$ cat src/rtl/cpd_pkg.sv
`timescale 1ns/1ps
package cpd_pkg;

    typedef enum logic [2:0] {
        S_ON      = 3'd0,
        S_HOLD    = 3'd1,
        S_CLAMP   = 3'd2,
        S_CUT     = 3'd3,
        S_OFF     = 3'd4,
        S_RESTORE = 3'd5,
        S_RELEASE = 3'd6
    } seq_state_t;

    typedef struct packed {
        logic core_rst_n;
        logic cp_rst_n;
        logic clamp;
        logic pwr;
    } dom_ctl_t;

    // Control levels that each state presents on the domain lines.
    function automatic dom_ctl_t ctl_of(seq_state_t s);
        dom_ctl_t c;
        unique case (s)
            S_ON:      c = '{core_rst_n: 1'b1, cp_rst_n: 1'b1, clamp: 1'b0, pwr: 1'b1};
            S_HOLD:    c = '{core_rst_n: 1'b0, cp_rst_n: 1'b0, clamp: 1'b0, pwr: 1'b1};
            S_CLAMP:   c = '{core_rst_n: 1'b0, cp_rst_n: 1'b0, clamp: 1'b1, pwr: 1'b1};
            S_CUT:     c = '{core_rst_n: 1'b0, cp_rst_n: 1'b0, clamp: 1'b1, pwr: 1'b0};
            S_OFF:     c = '{core_rst_n: 1'b1, cp_rst_n: 1'b0, clamp: 1'b1, pwr: 1'b0};
            S_RESTORE: c = '{core_rst_n: 1'b1, cp_rst_n: 1'b0, clamp: 1'b1, pwr: 1'b1};
            S_RELEASE: c = '{core_rst_n: 1'b1, cp_rst_n: 1'b0, clamp: 1'b0, pwr: 1'b1};
            default:   c = '{core_rst_n: 1'b0, cp_rst_n: 1'b0, clamp: 1'b0, pwr: 1'b1};
        endcase
        return c;
    endfunction

endpackage

$ cat src/rtl/cpd_wait_cnt.sv
`timescale 1ns/1ps
module cpd_wait_cnt #(
    parameter int CNT_W = 4
) (
    input  logic             clk,
    input  logic             rst_n,
    input  logic             clr,
    output logic [CNT_W-1:0] cnt_o
);

    localparam logic [CNT_W-1:0] CNT_TOP = {CNT_W{1'b1}};

    // Saturating up-counter, cleared on every state change.
    always_ff @(posedge clk or negedge rst_n) begin
        if (!rst_n) begin
            cnt_o <= '0;
        end else if (clr) begin
            cnt_o <= '0;
        end else if (cnt_o != CNT_TOP) begin
            cnt_o <= cnt_o + CNT_W'(1);
        end
    end

endmodule

$ cat src/rtl/cpd_out_clamp.sv
`timescale 1ns/1ps
module cpd_out_clamp #(
    parameter int          DW        = 8,
    parameter logic [DW-1:0] IDLE_WORD = '0
) (
    input  logic          clamp,
    input  logic [DW-1:0] data_i,
    input  logic          idle_i,
    output logic [DW-1:0] data_o,
    output logic          idle_o
);

    // One isolation cell per bit, each forcing its own idle level.
    for (genvar g = 0; g < DW; g++) begin : g_iso
        assign data_o[g] = clamp ? IDLE_WORD[g] : data_i[g];
    end

    assign idle_o = clamp | idle_i;

endmodule

$ cat src/rtl/cpd_seq_fsm.sv
`timescale 1ns/1ps
module cpd_seq_fsm
    import cpd_pkg::*;
#(
    parameter int MIN_HOLD   = 8,
    parameter int SETTLE_CYC = 4,
    parameter int CNT_W      = 4
) (
    input  logic             clk,
    input  logic             rst_n,
    input  logic             down_req,
    input  logic             up_req,
    input  logic [CNT_W-1:0] cnt_i,
    output logic             cnt_clr,
    output logic             core_rst_n,
    output logic             cp_rst_n,
    output logic             clamp_en,
    output logic             pwr_en,
    output logic             cp_unavail,
    output logic             seq_busy,
    output logic             dom_off
);

    localparam logic [CNT_W-1:0] HOLD_LAST   = CNT_W'(MIN_HOLD - 1);
    localparam logic [CNT_W-1:0] SETTLE_LAST = CNT_W'(SETTLE_CYC - 1);
    localparam dom_ctl_t         RST_CTL     = ctl_of(S_HOLD);

    seq_state_t state_q, state_d;
    dom_ctl_t   ctl_d;

    always_comb begin
        state_d = state_q;
        unique case (state_q)
            S_ON:      if (down_req)                state_d = S_HOLD;
            S_HOLD:    if (cnt_i == HOLD_LAST)      state_d = S_CLAMP;
            S_CLAMP:                                state_d = S_CUT;
            S_CUT:                                  state_d = S_OFF;
            S_OFF:     if (up_req)                  state_d = S_RESTORE;
            S_RESTORE: if (cnt_i == SETTLE_LAST)    state_d = S_RELEASE;
            S_RELEASE:                              state_d = S_ON;
            default:                                state_d = S_HOLD;
        endcase
    end

    assign cnt_clr = (state_d != state_q);
    assign ctl_d   = ctl_of(state_d);

    // State register.
    always_ff @(posedge clk or negedge rst_n) begin
        if (!rst_n) state_q <= S_HOLD;
        else        state_q <= state_d;
    end

    // Registered outputs, decoded from the next state so they track state_q.
    always_ff @(posedge clk or negedge rst_n) begin
        if (!rst_n) begin
            core_rst_n <= RST_CTL.core_rst_n;
            cp_rst_n   <= RST_CTL.cp_rst_n;
            clamp_en   <= RST_CTL.clamp;
            pwr_en     <= RST_CTL.pwr;
            cp_unavail <= 1'b1;
            seq_busy   <= 1'b1;
            dom_off    <= 1'b0;
        end else begin
            core_rst_n <= ctl_d.core_rst_n;
            cp_rst_n   <= ctl_d.cp_rst_n;
            clamp_en   <= ctl_d.clamp;
            pwr_en     <= ctl_d.pwr;
            cp_unavail <= (state_d != S_ON);
            seq_busy   <= (state_d != S_ON) && (state_d != S_OFF);
            dom_off    <= (state_d == S_OFF);
        end
    end

    // Run length of cycles with both resets low, used to check the hold time.
    logic [CNT_W:0] low_run;
    always_ff @(posedge clk or negedge rst_n) begin
        if (!rst_n) begin
            low_run <= '0;
        end else if (!core_rst_n && !cp_rst_n) begin
            if (low_run != (CNT_W+1)'(MIN_HOLD)) low_run <= low_run + (CNT_W+1)'(1);
        end else begin
            low_run <= '0;
        end
    end

    AST_HOLD_BEFORE_CLAMP: assert property (@(posedge clk) disable iff (!rst_n)
        $rose(clamp_en) |-> (low_run == (CNT_W+1)'(MIN_HOLD)));

    AST_PWR_ONLY_CLAMPED: assert property (@(posedge clk) disable iff (!rst_n)
        !pwr_en |-> clamp_en);

    AST_CUT_AFTER_CLAMP: assert property (@(posedge clk) disable iff (!rst_n)
        $fell(pwr_en) |-> $past(clamp_en) && !core_rst_n);

    AST_CORE_RELEASE_KEEPS_CP: assert property (@(posedge clk) disable iff (!rst_n)
        $rose(core_rst_n) |-> !cp_rst_n && !pwr_en && $past(!pwr_en));

    AST_UNAVAIL_COVERS: assert property (@(posedge clk) disable iff (!rst_n)
        (!pwr_en || clamp_en || !cp_rst_n) |-> cp_unavail);

    AST_UNCLAMP_POWERED: assert property (@(posedge clk) disable iff (!rst_n)
        $fell(clamp_en) |-> pwr_en && !cp_rst_n && core_rst_n);

    AST_CP_RELEASE_ORDER: assert property (@(posedge clk) disable iff (!rst_n)
        $rose(cp_rst_n) |-> !clamp_en && !$past(clamp_en) && core_rst_n);

    AST_BUSY_NOT_STABLE: assert property (@(posedge clk) disable iff (!rst_n)
        seq_busy |-> !dom_off && cp_unavail);

endmodule

$ cat src/rtl/cpd_power_seq.sv
`timescale 1ns/1ps
module cpd_power_seq #(
    parameter int            MIN_HOLD   = 8,
    parameter int            SETTLE_CYC = 4,
    parameter int            DW         = 8,
    parameter logic [DW-1:0] IDLE_WORD  = '0
) (
    input  logic          clk,
    input  logic          rst_n,
    input  logic          down_req,
    input  logic          up_req,
    input  logic [DW-1:0] cp_data_i,
    input  logic          cp_idle_i,
    output logic          core_rst_n,
    output logic          cp_rst_n,
    output logic          clamp_en,
    output logic          pwr_en,
    output logic          cp_unavail,
    output logic          seq_busy,
    output logic          dom_off,
    output logic [DW-1:0] cp_data_o,
    output logic          cp_idle_o
);

    localparam int CNT_MAX = (MIN_HOLD > SETTLE_CYC) ? MIN_HOLD : SETTLE_CYC;
    localparam int CNT_W   = $clog2(CNT_MAX + 1);

    logic [CNT_W-1:0] wait_cnt;
    logic             wait_clr;

    cpd_wait_cnt #(.CNT_W(CNT_W)) i_wait (
        .clk   (clk),
        .rst_n (rst_n),
        .clr   (wait_clr),
        .cnt_o (wait_cnt)
    );

    cpd_seq_fsm #(
        .MIN_HOLD   (MIN_HOLD),
        .SETTLE_CYC (SETTLE_CYC),
        .CNT_W      (CNT_W)
    ) i_fsm (
        .clk        (clk),
        .rst_n      (rst_n),
        .down_req   (down_req),
        .up_req     (up_req),
        .cnt_i      (wait_cnt),
        .cnt_clr    (wait_clr),
        .core_rst_n (core_rst_n),
        .cp_rst_n   (cp_rst_n),
        .clamp_en   (clamp_en),
        .pwr_en     (pwr_en),
        .cp_unavail (cp_unavail),
        .seq_busy   (seq_busy),
        .dom_off    (dom_off)
    );

    cpd_out_clamp #(.DW(DW), .IDLE_WORD(IDLE_WORD)) i_iso (
        .clamp  (clamp_en),
        .data_i (cp_data_i),
        .idle_i (cp_idle_i),
        .data_o (cp_data_o),
        .idle_o (cp_idle_o)
    );

    AST_CLAMPED_IDLE: assert property (@(posedge clk) disable iff (!rst_n)
        clamp_en |-> cp_idle_o && (cp_data_o == IDLE_WORD));

endmodule

$ cat config.mk
export PLATFORM = sky130hd
export DESIGN_NAME = cpd_power_seq
export DESIGN_NICKNAME = d
export VERILOG_FILES = /design/src/rtl/cpd_pkg.sv /design/src/rtl/cpd_wait_cnt.sv /design/src/rtl/cpd_out_clamp.sv /design/src/rtl/cpd_seq_fsm.sv /design/src/rtl/cpd_power_seq.sv
export SDC_FILE = /design/constraint.sdc
export NUM_CORES = 1
export LEC_CHECK = 0
export ABC_AREA = 1
export BUFFER_PORTS_ARGS = -buffer_cell sky130_fd_sc_hd__buf_2
export CAP_MARGIN = 10
export CORE_MARGIN = 2
export CORE_UTILIZATION = 45
export DETAILED_ROUTE_END_ITERATION = 8
export PLACE_DENSITY = 0.76
export SLEW_MARGIN = 30
export SYNTH_ARGS = -nofsm -noshare
export SYNTH_HDL_FRONTEND = slang
export SYNTH_HIERARCHICAL = 1
export SYNTH_SLANG_ARGS = --single-unit
$ cat constraint.sdc
create_clock -name clk -period 3.2 [get_ports clk]
set_input_delay 0.16 -clock clk [delete_from_list [all_inputs] [get_ports clk]]
set_output_delay 0.16 -clock clk [all_outputs]
set_load 0.1 [all_outputs]
==> impl_metrics.env, run 1 <==
export IMPL_outcome="completed"
export IMPL_ys_types=21
export IMPL_hpwl_um=1470
export IMPL_place_ws_ns=1.62
export IMPL_setup_worst_path_class="reg -> reg"
export IMPL_syn_num_nets=130
export IMPL_clk_path_buf_depth=2
export IMPL_path_cells="nor2_2, nand2_2, nand2_2, nor2_4, nand3_1, nand2_1, nand2_1, inv_1, o21ai_0, nor2_1"
export IMPL_skew_ns=0.00151
export IMPL_fin_crit_ns=1.60
export IMPL_syn_to_final_growth_pct=22.4
export IMPL_final_layout_size_suffix_gt1_frac=0.381
export IMPL_grt_overflow=0
export IMPL_die_area_um2=2240
export IMPL_die_h_um=47.3
export IMPL_via_per_inst=4.77
export IMPL_slew_viol_final=0
export IMPL_worstPathArrival_ns=1.81
export IMPL_regMostFlops="i_wait/cnt_o"
export IMPL_grt_pass1_vias=717
export IMPL_period_share=0.501
export IMPL_async_flop_share=1.00
export IMPL_max_cap_violations=0
export IMPL_timing_fmax_ghz=0.623
export IMPL_endpoint_kind="flop"
export IMPL_cts_sinks=14
export IMPL_syn_area_per_cell_um2=7.28
export IMPL_max_slew_worst_pin_slew_ns=0.490
export IMPL_port_buffers=28
export IMPL_setup_slack_ns=1.60
export IMPL_largest_reg_flops=4
export IMPL_hold_viol_final=0
export IMPL_routedWlPerCell_um=10.4
export IMPL_drtIter0Drc=12
export IMPL_ys_flop_type="dfrtp_1"
export IMPL_coreArea_um2=1750
export IMPL_antenna_cells=0
export IMPL_rows=15
export IMPL_rsz0062_at_grt="no"
export IMPL_finalSetupTns_ns=0
export IMPL_synth_seq_cells=14
export IMPL_cts_tree="yes"
export IMPL_final_cells=172
export IMPL_dp_cells=167
export IMPL_clk_pin_slew_ns=0.08
export IMPL_slew_headroom=0.676
export IMPL_start_util=0.484
export IMPL_pin_count=29
export IMPL_detail_route_antenna_nets=0
export IMPL_seq_area_frac_synth=0.421
export IMPL_drc_errors=0
export IMPL_die_w_um=47.3
export IMPL_start_kind="flop"
export IMPL_antenna_found_initial=0
export IMPL_mostFrequentLayoutCells="28 x buf_2, 25 x nand2_1, 23 x nor2_1, 17 x inv_1, 10 x dfrtp_1"
export IMPL_reg_largest_list="i_wait/cnt_o x4, i_fsm/state_q x3"
export IMPL_nets=162
export IMPL_clock_latency_ns=0.27
export IMPL_vias=820
export IMPL_synth_cells=116
export IMPL_required_ns=3.40
export IMPL_synth_edf_count=0
export IMPL_grt_pass1_wl_um=2780
export IMPL_setup_viol=0
export IMPL_max_stage_delay_ns=0.62
export IMPL_grt_use_total=0.180
export IMPL_crit_fanout=8
export IMPL_htree_levels=1
export IMPL_synth_area_um2=845
export IMPL_ys_warnings_count=6
export IMPL_firstDrtPassIters=4
export IMPL_postCtsSetupBuffers=0
export IMPL_gp_congestion=0.822
export IMPL_slowest_stage="dfstp_2"
export IMPL_hp_class="in -> async"
export IMPL_layout_commonest_cell="buf_2"
export IMPL_filler_cell_count=185
export IMPL_grt_max_degree=15
export IMPL_finalWirelength_um=1790
export IMPL_numCtsBuffers=3
export IMPL_r2r_worst_path_cells=10
export IMPL_cts_root_buffer="clkbuf_4"
-- metrics by stage --
stage               hold slack (ns)   util  cell area, um^2
global route                  0.340  0.592             1030
floorplan                    -0.136      -              845
CTS                           0.300  0.592             1030
detailed placement           0.0643  0.571              997
global placement             0.0601  0.571              997
finish                        0.305  0.592             1030
-- cell usage after synthesis (2+ instances only) --
library cell   n  share of area
nor2_1        23           0.10
nand3_2        2          0.024
nor2_4         2          0.027
inv_1         17          0.076
nand2_1       25           0.11
nand2_2        6          0.044
inv_2          4          0.018
dfstp_2        4           0.12
dfrtp_1       10           0.30
nand4_1        2          0.015
nand3_1        7          0.041
nor2_2         5          0.037
-- cell families (layout without fill, tap and decap cells) --
family	Yosys count	count (layout)	synth area share
simple gates	74	74	0.424
buf+inv	24	55	0.120
compound gates	3	3	0.0207
flops	14	14	0.421
fa+ha+maj	1	1	0.0148
-- per-layer routing --
layer  track usage  part of all wire  routed length (um)
met5             0                 0                   0
met3        0.0462             0.058                 103
met4        0.0500            0.0039                   7
met1         0.195              0.41                 727
met2         0.338              0.53                 952
-- layout make-up --
class / count / area [um^2] / area share
clock buffers: 4 / 26.3 / 0.0254
inverters: 22 / 82.6 / 0.0799
multi-input cells: 78 / 388 / 0.375
flip-flops and latches: 14 / 355 / 0.344
well taps: 25 / 31.3 / 0.0303
repair buffers: 29 / 150 / 0.145
-- critical path: cells and delay by family, from the launching register on --
kind,cells,cell delay [ns]
and+or+nand+nor,8,0.71
DFF,1,0.62
buffers and inverters,1,0.10
AOI/OAI and AO/OA,1,0.10
-- final timing paths --
path	to	slack, ns	from
hold reg to reg	i_wait/cnt_o[1]$_DFFE_PN0P_	0.58	i_wait/cnt_o[1]$_DFFE_PN0P_
setup reg to reg	i_wait/cnt_o[2]$_DFFE_PN0P_	1.60	i_fsm/state_q[0]$_DFF_PN1_
hold / removal	i_fsm/state_q[2]$_DFF_PN0_	0.30	rst_n
setup / recovery	i_wait/cnt_o[2]$_DFFE_PN0P_	1.60	i_fsm/state_q[0]$_DFF_PN1_
min in group clk	i_fsm/state_q[0]$_DFF_PN1_	0.34	up_req
max in group asynchronous	i_fsm/state_q[0]$_DFF_PN1_	2.61	rst_n
-- what timing repair did --
item                                    in CTS  in global routing
hold buffers                                 1                  0
gates resized for setup                      0                  0
endpoints found under the hold margin       10                  0
endpoints found under the setup margin       0                  0
Power of run 1 is left out: the tool's default activity adds up to more than one toggle a clock period on the data nets, which glitch-free logic cannot reach.
==> run 2: changes to the inputs <==
==> constraint.sdc (replaced) <==
create_clock -name clk -period 1.5 [get_ports clk]
set_input_delay 0.075 -clock clk [delete_from_list [all_inputs] [get_ports clk]]
set_output_delay 0.075 -clock clk [all_outputs]
set_load 0.1 [all_outputs]
==> run 2 against run 1 <==
Net effect:
- sequential cell count unchanged
- non-clock buffer count up 7
- sequential share of layout area down 3.6 points
- die area unchanged
- via count up 0.73%
- final area up 13%
- routed wire length about the same
- cell count up 4.1%
- clock skew up 0.010 ns
- critical path depth unchanged
- maximum frequency up 8.6%
==> impl_metrics.env, run 2 (synthesized netlist as in run 1, its figures left out) <==
export IMPL_outcome="completed"
export IMPL_nets=169
export IMPL_rsz0062_at_grt="yes"
export IMPL_worstPathArrival_ns=1.68
export IMPL_numCtsBuffers=3
export IMPL_period_share=0.984
export IMPL_grt_pass1_vias=728
export IMPL_hpwl_um=1430
export IMPL_worst_hold_slack_ns=0.203
export IMPL_crit_fanout=7
export IMPL_via_per_inst=4.61
export IMPL_drtIter0Drc=7
export IMPL_max_slew_worst_pin_slew_ns=0.491
export IMPL_mostFrequentLayoutCells="27 x buf_2, 21 x nand2_1, 16 x inv_1, 15 x nor2_2, 11 x nor2_1"
export IMPL_die_area_um2=2240
export IMPL_start_kind="flop"
export IMPL_crit_reg2reg_capture="i_wait/cnt_o[3]$_DFFE_PN0P_"
export IMPL_required_ns=1.71
export IMPL_pin_count=29
export IMPL_cts_sinks=14
export IMPL_die_h_um=47.3
export IMPL_start_util=0.484
export IMPL_crit_cells=10
export IMPL_clk_pin_slew_ns=0.09
export IMPL_slew_viol_final=0
export IMPL_grt_max_degree=15
export IMPL_final_layout_size_suffix_gt1_frac=0.558
export IMPL_clk_path_buf_depth=2
export IMPL_layout_commonest_cell="buf_2"
export IMPL_slowest_stage="dfstp_2"
export IMPL_detail_route_antenna_nets=0
export IMPL_reg_largest_list="i_wait/cnt_o x4, i_fsm/state_q x3"
export IMPL_timing_fmax_ghz=0.677
export IMPL_r2r_start="i_fsm/state_q[0]$_DFF_PN1_"
export IMPL_rows=15
export IMPL_grt_use_total=0.175
export IMPL_clock_latency_ns=0.28
export IMPL_hold_viol_final=0
export IMPL_skew_ns=0.0118
export IMPL_r2r_worst_path_cells=10
export IMPL_port_buffers=28
export IMPL_largest_reg_flops=4
export IMPL_vias=826
export IMPL_firstDrtPassIters=3
export IMPL_endpoint_kind="flop"
export IMPL_max_stage_delay_ns=0.62
export IMPL_finalWirelength_um=1790
export IMPL_cts_root_buffer="clkbuf_4"
export IMPL_place_ws_ns=-0.0405
export IMPL_grt_pass1_wl_um=2790
export IMPL_path_cells="nor2_2, nand2_2, nand2_4, nor2_4, nand3_1, nand2_1, nand2_2, inv_2, nand2_1, nor2_1"
export IMPL_die_w_um=47.3
export IMPL_coreArea_um2=1750
export IMPL_syn_to_final_growth_pct=38.2
export IMPL_fin_crit_ns=1.48
export IMPL_antenna_cells=0
export IMPL_hp_class="in -> async"
export IMPL_setup_slack_ns=0.0235
export IMPL_gp_congestion=0.808
export IMPL_routedWlPerCell_um=10.0
export IMPL_slew_headroom=0.675
export IMPL_setup_worst_path_class="reg -> reg"
export IMPL_grt_overflow=0
export IMPL_drc_errors=0
export IMPL_setup_viol=0
export IMPL_rrSetupSlack_ns=0.02
export IMPL_cts_tree="yes"
export IMPL_antenna_found_initial=0
export IMPL_path_buf_inv=1
export IMPL_regMostFlops="i_wait/cnt_o"
export IMPL_cp_endpoint="i_wait/cnt_o[3]$_DFFE_PN0P_"
export IMPL_critPathLaunch="i_fsm/state_q[0]$_DFF_PN1_"
export IMPL_crit_family="simple AND/OR/NAND/NOR gates"
export IMPL_max_cap_violations=0
export IMPL_htree_levels=1
## run 2: cell types whose count changed in the layout (fill, tap and decap cells not counted), moves of 2 or more
cell	change
nand2_1	-4
o21ai_2	+2
buf_4	+7
nor2_1	-12
dfrtp_2	+3
nand2_2	+3
nor2_2	+10
dfrtp_1	-3
nor2_4	+2
## run 2: repair_timing
action	in CTS	in global routing
setup buffers	2	1
pin swaps	1	13
endpoints found under the setup margin	4	5
resized for setup	2	16
hold endpoints to repair	14	0
hold buffers	1	0
## run 2: metal layers
layer	share of wire	global-route usage
met1	0.37	0.188
met2	0.58	0.341
met3	0.042	0.0346
met4	0.0028	0.0500
met5	0	0
## run 2: layout make-up
cell class	count	area, um^2
repair buffers	36	205
well taps	25	31.3
inverters	22	85.1
clock buffers	4	36.3
multi-input cells	78	450
fillers	150	578
flip-flops and latches	14	359
## run 2: worst min-delay path by stage
stage               cells after the start                     endpoint
floorplan                               0     i_fsm/clamp_en$_DFF_PN0_
global placement                        1      i_fsm/dom_off$_DFF_PN0_
detailed placement                      1  i_wait/cnt_o[2]$_DFFE_PN0P_
CTS                                     2  i_wait/cnt_o[2]$_DFFE_PN0P_
global route                            2      i_fsm/dom_off$_DFF_PN0_
finish                                  2      i_fsm/dom_off$_DFF_PN0_
## run 2: metrics by stage
stage	cells	utilization	instance area, um^2	TNS [ns]
2_1_floorplan	116	-	868	-1.63
3_3_place_gp	171	0.602	1050	0
3_5_place_dp	171	0.602	1050	-0.0405
4_1_cts	178	0.639	1110	0
5_1_grt	179	0.669	1170	-0.281
6_report	179	0.669	1170	0
Power of run 2 is left out for the same reason.
